===== src/rtl/fault_pkg.sv =====
package fault_pkg;
  localparam int NUM_CFG   = 3;
  localparam int CLS_MEM   = 0;
  localparam int CLS_BUS   = 1;
  localparam int CLS_USE   = 2;
  localparam int PRIO_LANE = 8;
  localparam int RA_W      = 3;
  localparam int CFS_W     = 5;
  localparam int B_MEM     = 0;
  localparam int B_BUS     = 1;
  localparam int B_STK     = 2;
  localparam int B_AV      = 3;
  localparam int B_USE     = 4;

  localparam logic [RA_W-1:0] RA_PRIO = 3'd0;
  localparam logic [RA_W-1:0] RA_EN   = 3'd1;
  localparam logic [RA_W-1:0] RA_CFS  = 3'd2;
  localparam logic [RA_W-1:0] RA_HFS  = 3'd3;
  localparam logic [RA_W-1:0] RA_ADDR = 3'd4;

  typedef enum logic [1:0] {
    HID_MEM  = 2'd0,
    HID_BUS  = 2'd1,
    HID_USE  = 2'd2,
    HID_HARD = 2'd3
  } hid_e;
endpackage


===== src/rtl/fault_arbiter.sv =====
module fault_arbiter #(
  parameter int N      = 3,
  parameter int PRIO_W = 3,
  localparam int IDX_W = $clog2(N)
) (
  input  logic [N-1:0]             req,
  input  logic [N-1:0][PRIO_W-1:0] prio,
  output logic                     any,
  output logic [IDX_W-1:0]         win,
  output logic [PRIO_W-1:0]        win_prio
);
  // Linear chain: a later class only wins with a strictly smaller value,
  // so equal priorities resolve to the lower class number.
  logic              fnd [N+1];
  logic [PRIO_W-1:0] bp  [N+1];
  logic [IDX_W-1:0]  bi  [N+1];

  assign fnd[0] = 1'b0;
  assign bp[0]  = '0;
  assign bi[0]  = '0;

  for (genvar i = 0; i < N; i++) begin : g_stage
    logic take;
    assign take     = req[i] && (!fnd[i] || (prio[i] < bp[i]));
    assign fnd[i+1] = fnd[i] | req[i];
    assign bp[i+1]  = take ? prio[i] : bp[i];
    assign bi[i+1]  = take ? IDX_W'(i) : bi[i];
  end

  assign any      = fnd[N];
  assign win      = bi[N];
  assign win_prio = bp[N];
endmodule


===== src/rtl/fault_decide.sv =====
module fault_decide import fault_pkg::*; #(
  parameter int N      = 3,
  parameter int PRIO_W = 3,
  localparam int IDX_W = $clog2(N)
) (
  input  logic              clk,
  input  logic              rst,
  input  logic              any,
  input  logic [IDX_W-1:0]  win,
  input  logic [PRIO_W-1:0] win_prio,
  input  logic [N-1:0]      hen,
  input  logic              flt_stack,
  input  logic              cur_active,
  input  logic [PRIO_W-1:0] cur_prio,
  input  logic              cur_hard,
  output logic              rec,
  output logic              esc_c,
  output logic              exempt,
  output logic              dsp_vld,
  output hid_e              dsp_hid,
  output logic              dsp_esc,
  output logic              lockup
);
  logic no_preempt, lock_c;

  assign rec        = any && !lockup;
  assign exempt     = flt_stack && (win == IDX_W'(CLS_BUS));
  assign no_preempt = cur_active && (win_prio >= cur_prio);
  assign esc_c      = !exempt && (!hen[win] || no_preempt || cur_hard);
  assign lock_c     = esc_c && cur_hard;

  always_ff @(posedge clk) begin
    if (rst) begin
      dsp_vld <= 1'b0;
      dsp_hid <= HID_MEM;
      dsp_esc <= 1'b0;
      lockup  <= 1'b0;
    end else begin
      dsp_vld <= rec && !lock_c;
      dsp_esc <= rec && esc_c && !lock_c;
      dsp_hid <= !(rec && !lock_c) ? HID_MEM :
                 esc_c             ? HID_HARD : hid_e'(2'(win));
      lockup  <= lockup | (rec && lock_c);
    end
  end
endmodule


===== src/rtl/fault_cfg_regs.sv =====
module fault_cfg_regs import fault_pkg::*; #(
  parameter int N      = 3,
  parameter int PRIO_W = 3,
  parameter int ADDR_W = 32
) (
  input  logic                     clk,
  input  logic                     rst,
  input  logic                     reg_wr,
  input  logic [RA_W-1:0]          reg_addr,
  input  logic [31:0]              reg_wdata,
  output logic [31:0]              reg_rdata,
  input  logic [CFS_W-1:0]         cfs_set,
  input  logic                     hfs_set,
  input  logic [ADDR_W-1:0]        cap_addr,
  output logic [N-1:0][PRIO_W-1:0] prio,
  output logic [N-1:0]             hen,
  output logic [ADDR_W-1:0]        bfa,
  output logic                     bfa_vld
);
  logic [CFS_W-1:0] cfs_q, cfs_clr, cfs_in;
  logic             hfs_q, hfs_clr, cap;
  logic [31:0]      rd_c;

  // Address is taken only while the valid flag was clear before this cycle.
  assign cap     = cfs_set[B_AV] && !cfs_q[B_AV];
  assign cfs_clr = (reg_wr && reg_addr == RA_CFS) ? reg_wdata[CFS_W-1:0] : '0;
  assign hfs_clr = reg_wr && reg_addr == RA_HFS && reg_wdata[0];
  always_comb begin
    cfs_in       = cfs_set;
    cfs_in[B_AV] = cap;
  end
  assign bfa_vld = cfs_q[B_AV];

  always_ff @(posedge clk) begin
    if (rst) begin
      prio  <= '0;
      hen   <= '0;
      cfs_q <= '0;
      hfs_q <= 1'b0;
      bfa   <= '0;
    end else begin
      if (reg_wr && reg_addr == RA_PRIO)
        for (int i = 0; i < N; i++) prio[i] <= reg_wdata[i*PRIO_LANE +: PRIO_W];
      if (reg_wr && reg_addr == RA_EN) hen <= reg_wdata[N-1:0];
      cfs_q <= (cfs_q & ~cfs_clr) | cfs_in;
      hfs_q <= (hfs_q & ~hfs_clr) | hfs_set;
      if (cap) bfa <= cap_addr;
    end
  end

  always_comb begin
    rd_c = '0;
    case (reg_addr)
      RA_PRIO: for (int i = 0; i < N; i++) rd_c[i*PRIO_LANE +: PRIO_W] = prio[i];
      RA_EN:   rd_c[N-1:0]     = hen;
      RA_CFS:  rd_c[CFS_W-1:0] = cfs_q;
      RA_HFS:  rd_c[0]         = hfs_q;
      RA_ADDR: rd_c            = 32'(bfa);
      default: rd_c            = '0;
    endcase
  end

  always_ff @(posedge clk) begin
    if (rst) reg_rdata <= '0;
    else     reg_rdata <= rd_c;
  end
endmodule


===== src/rtl/fault_escalation_unit.sv =====
module fault_escalation_unit import fault_pkg::*; #(
  parameter int PRIO_W = 3,
  parameter int ADDR_W = 32
) (
  input  logic               clk,
  input  logic               rst,
  input  logic [2:0]         flt_vld,
  input  logic               flt_stack,
  input  logic [ADDR_W-1:0]  flt_addr,
  input  logic               cur_active,
  input  logic [PRIO_W-1:0]  cur_prio,
  input  logic               cur_hard,
  input  logic               reg_wr,
  input  logic [2:0]         reg_addr,
  input  logic [31:0]        reg_wdata,
  output logic [31:0]        reg_rdata,
  output logic               dsp_vld,
  output logic [1:0]         dsp_hid,
  output logic               dsp_esc,
  output logic               lockup,
  output logic               sys_rst_req
);
  localparam int IDX_W = $clog2(NUM_CFG);

  logic [NUM_CFG-1:0][PRIO_W-1:0] prio;
  logic [NUM_CFG-1:0]             hen;
  logic                           any, rec, esc_c, exempt;
  logic [IDX_W-1:0]               win;
  logic [PRIO_W-1:0]              win_prio;
  logic [CFS_W-1:0]               cfs_set;
  logic [ADDR_W-1:0]              bfa;
  logic                           bfa_vld;
  hid_e                           hid_q;

  fault_arbiter #(.N(NUM_CFG), .PRIO_W(PRIO_W)) u_arb (
    .req(flt_vld), .prio(prio), .any(any), .win(win), .win_prio(win_prio)
  );

  fault_decide #(.N(NUM_CFG), .PRIO_W(PRIO_W)) u_dec (
    .clk(clk), .rst(rst), .any(any), .win(win), .win_prio(win_prio),
    .hen(hen), .flt_stack(flt_stack), .cur_active(cur_active),
    .cur_prio(cur_prio), .cur_hard(cur_hard), .rec(rec), .esc_c(esc_c),
    .exempt(exempt), .dsp_vld(dsp_vld), .dsp_hid(hid_q), .dsp_esc(dsp_esc),
    .lockup(lockup)
  );

  // Cause bits for the winning class only.
  always_comb begin
    cfs_set = '0;
    if (rec) begin
      case (win)
        IDX_W'(CLS_MEM): cfs_set[B_MEM] = 1'b1;
        IDX_W'(CLS_BUS): begin
          if (exempt) cfs_set[B_STK] = 1'b1;
          else begin
            cfs_set[B_BUS] = 1'b1;
            cfs_set[B_AV]  = 1'b1;
          end
        end
        IDX_W'(CLS_USE): cfs_set[B_USE] = 1'b1;
        default: cfs_set = '0;
      endcase
    end
  end

  fault_cfg_regs #(.N(NUM_CFG), .PRIO_W(PRIO_W), .ADDR_W(ADDR_W)) u_regs (
    .clk(clk), .rst(rst), .reg_wr(reg_wr), .reg_addr(reg_addr),
    .reg_wdata(reg_wdata), .reg_rdata(reg_rdata), .cfs_set(cfs_set),
    .hfs_set(rec && esc_c), .cap_addr(flt_addr), .prio(prio), .hen(hen),
    .bfa(bfa), .bfa_vld(bfa_vld)
  );

  assign dsp_hid     = hid_q;
  assign sys_rst_req = lockup;
endmodule


===== config.mk =====
export PLATFORM = sky130hd
export DESIGN_NAME = fault_escalation_unit
export DESIGN_NICKNAME = d
export VERILOG_FILES = /design/src/rtl/fault_pkg.sv /design/src/rtl/fault_arbiter.sv /design/src/rtl/fault_decide.sv /design/src/rtl/fault_cfg_regs.sv /design/src/rtl/fault_escalation_unit.sv
export SDC_FILE = /design/constraint.sdc
export NUM_CORES = 1
export LEC_CHECK = 0
export ABC_CLOCK_PERIOD_IN_PS = 5200
export BUFFER_PORTS_ARGS = -buffer_cell sky130_fd_sc_hd__buf_2
export CAP_MARGIN = 20
export CORE_MARGIN = 2
export CORE_UTILIZATION = 50
export CTS_CLUSTER_DIAMETER = 80
export DETAILED_ROUTE_END_ITERATION = 8
export GPL_TIMING_DRIVEN = 0
export PLACE_DENSITY = 0.8
export SLEW_MARGIN = 20
export SYNTH_ARGS = -nofsm -noshare
export SYNTH_HDL_FRONTEND = slang
export SYNTH_SLANG_ARGS = --single-unit

===== constraint.sdc =====
create_clock -name clk -period 5.2 [get_ports clk]
set_input_delay 0.52 -clock clk [delete_from_list [all_inputs] [get_ports clk]]
set_output_delay 0.52 -clock clk [all_outputs]
set_load 0.05 [all_outputs]

==> impl_metrics.xml, run 1 <==
<?xml version="1.0" encoding="UTF-8"?>
<metrics>
  <group name="drt">
    <metric name="first_iter_violations" unit="">157</metric>
    <metric name="routed_wire_length_per_instance" unit="um">14.2</metric>
    <metric name="vias_after_detailed_routing" unit="">2840</metric>
    <metric name="avgViaCountPerCell" unit="">5.26</metric>
    <metric name="detail_route.wirelength" unit="um">7680</metric>
    <metric name="antenna_violating_nets_post_route" unit="">0</metric>
    <metric name="drc" unit="">0</metric>
    <metric name="drt-pass1-iter-count" unit="">4</metric>
  </group>
  <group name="synthesis">
    <metric name="synth_area_leaders" unit="">sky130_fd_sc_hd__dfxtp_1 51%, sky130_fd_sc_hd__mux2i_1 11%, sky130_fd_sc_hd__nor2_1 5.8%, sky130_fd_sc_hd__and2_1 4.4%, sky130_fd_sc_hd__nand2_1 3.6%</metric>
    <metric name="asyncSetResetFlopFracSynth" unit="%">0</metric>
    <metric name="synthesis.instances" unit="">351</metric>
    <metric name="yosys_register_bits" unit="">87</metric>
    <metric name="synth_top_family_by_area" unit="">simple AND/OR/NAND/NOR gates</metric>
    <metric name="synth.distinct_cells" unit="">44</metric>
    <metric name="synth_compound_area_share" unit="%">11.4</metric>
    <metric name="synth-seq-area-share" unit="%">51.1</metric>
    <metric name="yosys.area.top_type_share" unit="%">51.1</metric>
    <metric name="postSynthNetCount" unit="">437</metric>
    <metric name="syn-mean-instance-area" unit="um2">9.71</metric>
    <metric name="dominantRegCellSynth" unit="">sky130_fd_sc_hd__dfxtp_1</metric>
    <metric name="synth-edff-count" unit="">0</metric>
    <metric name="post_synth_xor_area_fraction" unit="%">0</metric>
    <metric name="yosys_warnings" unit="">0</metric>
    <metric name="synthAdderAreaFrac" unit="%">2.57</metric>
    <metric name="synthMuxAreaShare" unit="%">12.2</metric>
    <metric name="synth_simple_gate_area_share" unit="%">19.0</metric>
    <metric name="syn_area" unit="um2">3410</metric>
    <metric name="netlist.top_cell.by_area" unit="">sky130_fd_sc_hd__dfxtp_1</metric>
  </group>
  <group name="floorplanning">
    <metric name="die_width" unit="um">86.5</metric>
    <metric name="total_die_area" unit="um2">7490</metric>
    <metric name="starting_density_of_the_core" unit="%">51.0</metric>
    <metric name="row_count" unit="">30</metric>
    <metric name="die_h" unit="um">86.5</metric>
    <metric name="core_region_area" unit="um2">6680</metric>
    <metric name="io_pins" unit="">117</metric>
  </group>
  <group name="clocking">
    <metric name="cts_resized" unit="">0</metric>
    <metric name="postCtsSetupBuffers" unit="">0</metric>
    <metric name="hold_buffers" unit="">0</metric>
    <metric name="clockRootBuffer" unit="">sky130_fd_sc_hd__clkbuf_8</metric>
    <metric name="clkSlewWorstSetupHoldPaths" unit="ns">0.10</metric>
    <metric name="numClockSinks" unit="">87</metric>
    <metric name="maximum_root_to_sink_buffer_count" unit="">2</metric>
    <metric name="cts_max_level" unit="">3</metric>
    <metric name="cts-buffers-inserted" unit="">9</metric>
    <metric name="clk_latency" unit="ns">0.35</metric>
    <metric name="tritoncts" unit="">built</metric>
  </group>
  <group name="job">
    <metric name="cap_viol_max_count" unit="">0</metric>
  </group>
  <group name="timing">
    <metric name="worst_slew_margin_rel" unit="%">34.1</metric>
    <metric name="tightest_slew" unit="ns">0.980</metric>
    <metric name="max_freq" unit="GHz">0.229</metric>
    <metric name="worst_case_clock_skew" unit="ns">0.0125</metric>
    <metric name="setup_tns" unit="ns">0</metric>
    <metric name="rsz0062_at_grt" unit="">no</metric>
    <metric name="final_max_slew_viol_count" unit="">0</metric>
    <metric name="finalSetupViolations" unit="">0</metric>
    <metric name="hold_violations" unit="">0</metric>
    <metric name="period_needed" unit="ns">4.36</metric>
    <metric name="timing.final.crit_share" unit="%">83.8</metric>
    <metric name="fin_hold_ws" unit="ns">0.393</metric>
  </group>
  <group name="setup_path">
    <metric name="worst_setup_path_end_kind" unit="">flop</metric>
    <metric name="rr_endpoint" unit="">u_dec.dsp_hid[0]</metric>
    <metric name="crit_type" unit="">reg -&gt; reg</metric>
    <metric name="crit_arrival" unit="ns">4.60</metric>
    <metric name="worst_r2r_startpoint" unit="">u_regs.prio[1]</metric>
    <metric name="max_fanout_on_critical_path" unit="">10</metric>
    <metric name="number_of_cells_traversed_by_the_worst_register_to_register_path" unit="">20</metric>
    <metric name="cp_data_required_time" unit="ns">5.45</metric>
    <metric name="setup.reg_to_reg.worst_slack" unit="ns">0.84</metric>
    <metric name="cp-start-kind" unit="">flop</metric>
  </group>
  <group name="grt">
    <metric name="busiest_layer" unit="">met2</metric>
    <metric name="antenna_violations_before_repair" unit="">0</metric>
    <metric name="grt_first_pass_wirelength" unit="um">12100</metric>
    <metric name="use_met1" unit="%">25.2</metric>
    <metric name="pin_count_of_the_biggest_net_entering_global_routing" unit="">18</metric>
    <metric name="number_of_global_route_vias_before_repair" unit="">2676</metric>
    <metric name="global_route.usage.total" unit="%">20.8</metric>
    <metric name="met3_usage" unit="%">4.10</metric>
    <metric name="grt_overflow_total" unit="">0</metric>
    <metric name="use_met2" unit="%">35.5</metric>
  </group>
  <group name="outcome">
    <metric name="status" unit="">complete, no violations</metric>
  </group>
  <group name="cells_and_area">
    <metric name="layout-drive-gt1-share" unit="%">26.5</metric>
    <metric name="nFillCells" unit="">558</metric>
    <metric name="layout-area-overhead-vs-synth" unit="%">23.1</metric>
    <metric name="final_nets" unit="">541</metric>
    <metric name="num_antenna_cells" unit="">0</metric>
  </group>
  <group name="place">
    <metric name="io_buffer_count" unit="">93</metric>
    <metric name="place.gp.congestion" unit="">0.895</metric>
    <metric name="dp_hpwl" unit="um">5800</metric>
  </group>
  <group name="min_path">
    <metric name="hold_path.startpoint" unit="">flt_addr[25]</metric>
    <metric name="holdCritPathClass" unit="">in -&gt; reg</metric>
    <metric name="holdPathEnd" unit="">u_regs.bfa[25]</metric>
    <metric name="whs_path_depth" unit="">3</metric>
  </group>
  <group name="power_and_ir_drop">
    <metric name="ir_drop" unit="mV">0.206</metric>
    <metric name="power_leakage" unit="nW">2.07</metric>
    <metric name="power_per_cell_area" unit="nW/um2">318</metric>
  </group>
</metrics>
-- per-stage QoR --
| step | util (%) | total power [W] | instance area [um2] | worst slack (ns) | instances |
|---|---|---|---|---|---|
| 2_1_floorplan | - | 0.000800 | 3410 | 1.13 | 351 |
| 3_3_place_gp | 59.5 | 0.000845 | 3970 | 0.604 | 524 |
| 3_5_place_dp | 59.5 | 0.000849 | 3970 | 0.592 | 524 |
| 4_1_cts | 62.7 | 0.00134 | 4190 | 0.874 | 540 |
| 5_1_grt | 62.8 | 0.00138 | 4190 | 0.451 | 540 |
| 6_report | 62.8 | 0.00133 | 4190 | 0.842 | 540 |
-- how the worst max path moves through the flow --
stage	from	end
after CTS	u_regs.prio[1]	u_dec.dsp_hid[0]
after detailed placement	flt_vld[0]	u_dec.dsp_hid[0]
after floorplan	flt_vld[0]	u_dec.dsp_hid[0]
after global routing	u_regs.prio[1]	u_dec.dsp_hid[0]
final	u_regs.prio[1]	u_dec.dsp_hid[0]
after global placement	flt_vld[0]	u_dec.dsp_hid[0]
-- sequential cells by signal (all words and copies together) (netlist names) --
signal and flops:
u_dec.dsp_hid 2, u_dec.lockup 1, u_regs.cfs_q 5, u_regs.hen 3, u_regs.prio 9, u_regs.hfs_q 1, u_regs.reg_rdata 32, u_dec.dsp_vld 1
u_regs.bfa 32, u_dec.dsp_esc 1
-- cells by family after synthesis --
family,after synthesis
buffers and inverters,26
AND/OR/NAND/NOR,137
AO/OA/AOI/OAI,54
adder cells (fa/ha/maj),7
multiplexers,40
flip-flops,87
-- power breakdown --
part | internal, W | switching (W)
Combinational | 0.0000573 | 0.0000839
Sequential | 0.000684 | 0.0000104
Clock | 0.000233 | 0.000264
Total | 0.000974 | 0.000358
-- Yosys cell counts, types with 2 or more instances --
cell / count
sky130_fd_sc_hd__dfxtp_1: 87
sky130_fd_sc_hd__nor2_1: 53
sky130_fd_sc_hd__mux2i_1: 38
sky130_fd_sc_hd__nand2_1: 33
sky130_fd_sc_hd__and2_1: 24
sky130_fd_sc_hd__a21oi_1: 21
sky130_fd_sc_hd__clkbuf_1: 11
sky130_fd_sc_hd__inv_1: 8
sky130_fd_sc_hd__nor3_1: 8
sky130_fd_sc_hd__ha_1: 7
sky130_fd_sc_hd__a22o_1: 6
sky130_fd_sc_hd__o21ai_1: 5
sky130_fd_sc_hd__nand2b_1: 4
sky130_fd_sc_hd__a22oi_1: 3
sky130_fd_sc_hd__a31oi_1: 3
sky130_fd_sc_hd__buf_6: 3
sky130_fd_sc_hd__a32oi_1: 2
sky130_fd_sc_hd__buf_1: 2
sky130_fd_sc_hd__buf_4: 2
sky130_fd_sc_hd__nand3b_1: 2
sky130_fd_sc_hd__nand4_1: 2
sky130_fd_sc_hd__nor2b_1: 2
sky130_fd_sc_hd__nor3b_1: 2
sky130_fd_sc_hd__o21a_1: 2
sky130_fd_sc_hd__or2_2: 2
-- layout by cell type (no fill, tap or decap), drive strengths merged, types with 7 or more instances in the layout --
master,instances
ha,7
buf,100
clkbuf,20
a21oi,21
dfxtp,87
inv,11
nor2,53
and2,24
mux2i,38
nand2,33
nor3,8
-- final cells by class --
class / instances / area (um2) / share of cell area, %
buffer: 18 / 97.6 / 2.33
clock buffer: 9 / 124 / 2.95
clock inverter: 7 / 90.1 / 2.15
multi-input combinational: 238 / 1540 / 36.8
tap: 80 / 100 / 2.39
sequential: 87 / 1740 / 41.5
inverter: 8 / 30.0 / 0.716
timing repair buffer: 93 / 465 / 11.1
-- worst max-delay path, stage by stage, from the launching register on --
cell and delay, ns:
sky130_fd_sc_hd__dfxtp_1 0.40, sky130_fd_sc_hd__nand2_1 0.10, sky130_fd_sc_hd__ha_1 0.29, sky130_fd_sc_hd__a2111o_1 0.43, sky130_fd_sc_hd__nand2_1 0.28, sky130_fd_sc_hd__nor2_1 0.07
sky130_fd_sc_hd__a21oi_1 0.17, sky130_fd_sc_hd__ha_1 0.27, sky130_fd_sc_hd__a211oi_1 0.25, sky130_fd_sc_hd__nand2_1 0.14, sky130_fd_sc_hd__o21a_1 0.27, sky130_fd_sc_hd__buf_4 0.21
sky130_fd_sc_hd__nor2_1 0.09, sky130_fd_sc_hd__a21oi_1 0.06, sky130_fd_sc_hd__ha_1 0.27, sky130_fd_sc_hd__or2_2 0.29, sky130_fd_sc_hd__a21oi_1 0.18, sky130_fd_sc_hd__a21o_1 0.15
sky130_fd_sc_hd__nand2_1 0.08, sky130_fd_sc_hd__o21ai_1 0.15, sky130_fd_sc_hd__o21ai_1 0.09
-- metal layers --
layer,part of all wire [%],up-vias,wire length (um)
met5,0,-,0
met4,2.1,0,160
met3,5.4,15,414
met2,50,87,3830
met1,43,1328,3270
li1,-,1410,-
Power figures use the tool's default switching activity.
==> run 2, diff against run 1 <==
Settings changed: ABC_CLOCK_PERIOD_IN_PS 5200 to 4140.
Clock period 5.2 ns to 4.14 ns, I/O delays scaled along.
==> run 2 against run 1 <==
  * Non-clock buffer count grew 2
  * Flip-flop and latch count is the same
  * Core utilization grew 0.94 points
  * Final cell count grew 0.37%
  * Wire length grew 3.0%
  * Critical path type unchanged
  * Critical endpoint unchanged
==> impl_metrics.xml, run 2 (synthesis results as in run 1) <==
<?xml version="1.0" encoding="UTF-8"?>
<metrics>
  <group name="place">
    <metric name="io_buffer_count" unit="">93</metric>
    <metric name="dp_hpwl" unit="um">5800</metric>
    <metric name="placed_cell_area" unit="um2">3970</metric>
    <metric name="place.gp.congestion" unit="">0.895</metric>
  </group>
  <group name="timing">
    <metric name="period_needed" unit="ns">4.04</metric>
    <metric name="worst_slew_margin_rel" unit="%">35.5</metric>
    <metric name="setup_tns" unit="ns">0</metric>
    <metric name="tightest_slew" unit="ns">0.960</metric>
    <metric name="worst_case_clock_skew" unit="ns">0.0118</metric>
    <metric name="hold_violations" unit="">0</metric>
    <metric name="final_max_slew_viol_count" unit="">0</metric>
    <metric name="max_freq" unit="GHz">0.247</metric>
    <metric name="finalSetupViolations" unit="">0</metric>
    <metric name="timing.final.crit_share" unit="%">97.6</metric>
    <metric name="fin_hold_ws" unit="ns">0.285</metric>
  </group>
  <group name="drt">
    <metric name="routed_wire_length_per_instance" unit="um">14.6</metric>
    <metric name="antenna_violating_nets_post_route" unit="">0</metric>
    <metric name="vias_after_detailed_routing" unit="">2907</metric>
    <metric name="drc" unit="">0</metric>
    <metric name="avgViaCountPerCell" unit="">5.36</metric>
    <metric name="first_iter_violations" unit="">171</metric>
    <metric name="drt-pass1-iter-count" unit="">5</metric>
    <metric name="detail_route.wirelength" unit="um">7910</metric>
  </group>
  <group name="setup_path">
    <metric name="cp-start-kind" unit="">flop</metric>
    <metric name="cp_num_buf_inv" unit="">1</metric>
    <metric name="cpPeakStageDelay" unit="ns">0.42</metric>
    <metric name="timing.critical_path.cells" unit="">nand2_1 -&gt; ha_1 -&gt; a2111o_1 -&gt; nand2_4 -&gt; nor2_1 -&gt; a21oi_2 -&gt; ha_1 -&gt; a211oi_2 -&gt; nand2_2 -&gt; o21a_4 -&gt; buf_4 -&gt; nor2_1 -&gt; a21oi_2 -&gt; ha_1 -&gt; or2_2 -&gt; a21oi_2 -&gt; a21o_1 -&gt; nand2_1 -&gt; o21ai_2 -&gt; o21ai_1</metric>
    <metric name="cp_data_required_time" unit="ns">4.39</metric>
    <metric name="critPathTopFamily" unit="">compound AO/OA/AOI/OAI gates</metric>
    <metric name="crit_type" unit="">reg -&gt; reg</metric>
    <metric name="worst_path_max_delay_cell" unit="">sky130_fd_sc_hd__a2111o_1</metric>
    <metric name="max_fanout_on_critical_path" unit="">10</metric>
    <metric name="crit_arrival" unit="ns">4.29</metric>
    <metric name="worst_setup_path_end_kind" unit="">flop</metric>
  </group>
  <group name="clocking">
    <metric name="maximum_root_to_sink_buffer_count" unit="">2</metric>
    <metric name="clkSlewWorstSetupHoldPaths" unit="ns">0.10</metric>
    <metric name="cts_max_level" unit="">3</metric>
    <metric name="clk_latency" unit="ns">0.36</metric>
    <metric name="cts-buffers-inserted" unit="">9</metric>
    <metric name="numClockSinks" unit="">87</metric>
    <metric name="clockRootBuffer" unit="">sky130_fd_sc_hd__clkbuf_8</metric>
    <metric name="tritoncts" unit="">built</metric>
    <metric name="hold_buffers" unit="">0</metric>
  </group>
  <group name="grt">
    <metric name="number_of_global_route_vias_before_repair" unit="">2676</metric>
    <metric name="use_met2" unit="%">35.5</metric>
    <metric name="global_route.usage.total" unit="%">20.8</metric>
    <metric name="grt_first_pass_wirelength" unit="um">12100</metric>
    <metric name="met3_usage" unit="%">4.10</metric>
    <metric name="pin_count_of_the_biggest_net_entering_global_routing" unit="">18</metric>
    <metric name="busiest_layer" unit="">met2</metric>
    <metric name="grt_overflow_total" unit="">0</metric>
    <metric name="antenna_violations_before_repair" unit="">0</metric>
    <metric name="use_met1" unit="%">25.2</metric>
  </group>
  <group name="power_and_ir_drop">
    <metric name="ir_drop" unit="mV">0.258</metric>
    <metric name="power_leakage" unit="nW">2.09</metric>
    <metric name="power_per_cell_area" unit="nW/um2">395</metric>
  </group>
  <group name="floorplanning">
    <metric name="starting_density_of_the_core" unit="%">51.0</metric>
    <metric name="row_count" unit="">30</metric>
    <metric name="die_h" unit="um">86.5</metric>
    <metric name="die_width" unit="um">86.5</metric>
    <metric name="total_die_area" unit="um2">7490</metric>
    <metric name="io_pins" unit="">117</metric>
    <metric name="core_region_area" unit="um2">6680</metric>
  </group>
  <group name="min_path">
    <metric name="holdCritPathClass" unit="">in -&gt; reg</metric>
  </group>
  <group name="cells_and_area">
    <metric name="mostFrequentLayoutCell" unit="">sky130_fd_sc_hd__buf_2</metric>
    <metric name="biggestRegsByFlops" unit="">u_regs.bfa: 32 flops, u_regs.reg_rdata: 32 flops, u_regs.prio: 9 flops</metric>
    <metric name="finish.instance_area" unit="um2">4260</metric>
    <metric name="layout-drive-gt1-share" unit="%">29.4</metric>
    <metric name="layout-area-overhead-vs-synth" unit="%">24.9</metric>
    <metric name="num_antenna_cells" unit="">0</metric>
    <metric name="most-common-layout-cells" unit="">93 x sky130_fd_sc_hd__buf_2, 85 x sky130_fd_sc_hd__dfxtp_1, 53 x sky130_fd_sc_hd__nor2_1</metric>
    <metric name="final_nets" unit="">543</metric>
  </group>
  <group name="outcome">
    <metric name="status" unit="">complete, no violations</metric>
  </group>
  <group name="job">
    <metric name="cap_viol_max_count" unit="">0</metric>
  </group>
</metrics>
[run 2: changes by cell type in the layout (fill, tap and decap cells not counted), moves of 2 or more]
| cell | change |
|---|---|
| sky130_fd_sc_hd__a21oi_1 | -4 |
| sky130_fd_sc_hd__a21oi_2 | +4 |
| sky130_fd_sc_hd__buf_4 | +2 |
| sky130_fd_sc_hd__dfxtp_1 | -2 |
| sky130_fd_sc_hd__dfxtp_2 | +2 |
| sky130_fd_sc_hd__nand2_1 | -2 |
| sky130_fd_sc_hd__o21ai_1 | -2 |
| sky130_fd_sc_hd__o21ai_2 | +2 |
[run 2: timing repair]
action                     4_1_cts  5_1_grt
buffers inserted                 1        1
setup endpoints to repair        4        4
gates resized for setup          4       10
pin swaps                        1        2
[run 2: per-layer routing]
layer	vias up	part of all wire, %	routed length, um
li1	1414	-	-
met1	1375	42	3360
met2	97	50	3930
met3	21	5.2	408
met4	0	2.6	206
met5	-	0	0
[run 2: worst register-to-register path, cell delays in order (launching register included)]
cell                       delay, ns
sky130_fd_sc_hd__dfxtp_2        0.36
sky130_fd_sc_hd__nand2_1        0.08
sky130_fd_sc_hd__ha_1           0.29
sky130_fd_sc_hd__a2111o_1       0.42
sky130_fd_sc_hd__nand2_4        0.11
sky130_fd_sc_hd__nor2_1         0.07
sky130_fd_sc_hd__a21oi_2        0.15
sky130_fd_sc_hd__ha_1           0.27
sky130_fd_sc_hd__a211oi_2       0.27
sky130_fd_sc_hd__nand2_2        0.12
sky130_fd_sc_hd__o21a_4         0.24
sky130_fd_sc_hd__buf_4          0.18
sky130_fd_sc_hd__nor2_1         0.14
sky130_fd_sc_hd__a21oi_2        0.05
sky130_fd_sc_hd__ha_1           0.26
sky130_fd_sc_hd__or2_2          0.31
sky130_fd_sc_hd__a21oi_2        0.16
sky130_fd_sc_hd__a21o_1         0.14
sky130_fd_sc_hd__nand2_1        0.09
sky130_fd_sc_hd__o21ai_2        0.13
sky130_fd_sc_hd__o21ai_1        0.08
[run 2: per-stage QoR]
stage | worst slack [ns] | total power, W | instances | utilization, %
final | 0.0975 | 0.00168 | 542 | 63.7
after floorplan | 0.179 | 0.00100 | 351 | -
after global placement | -0.350 | 0.00106 | 524 | 59.5
after CTS | 0.00886 | 0.00168 | 541 | 62.9
after detailed placement | -0.362 | 0.00107 | 524 | 59.5
after global routing | -0.0920 | 0.00174 | 542 | 63.7
[run 2: final timing paths]
kind	from	end	slack, ns	cells after the start
setup / recovery	u_regs.prio[1]	u_dec.dsp_hid[0]	0.1	20
hold reg to reg	u_regs.bfa[26]	u_regs.reg_rdata[26]	0.46	1
hold / removal	flt_addr[25]	u_regs.bfa[25]	0.28	3
setup reg to reg	u_regs.prio[1]	u_dec.dsp_hid[0]	0.1	20
[run 2: power breakdown]
group	internal (W)	switching, W
clock	0.000292	0.000331
sequential	0.000859	0.0000133
combinational	0.0000755	0.000110
[run 2: cell type report]
type                    instances  area (um2)
multi-input cells             238        1590
flip-flops and latches         87        1740
clock inverters                 7        90.1
clock buffers                   9         124
fillers                       545        2430
well taps                      80         100
repair buffers                 95         480
plain buffers                  18        97.6
inverters                       8        30.0
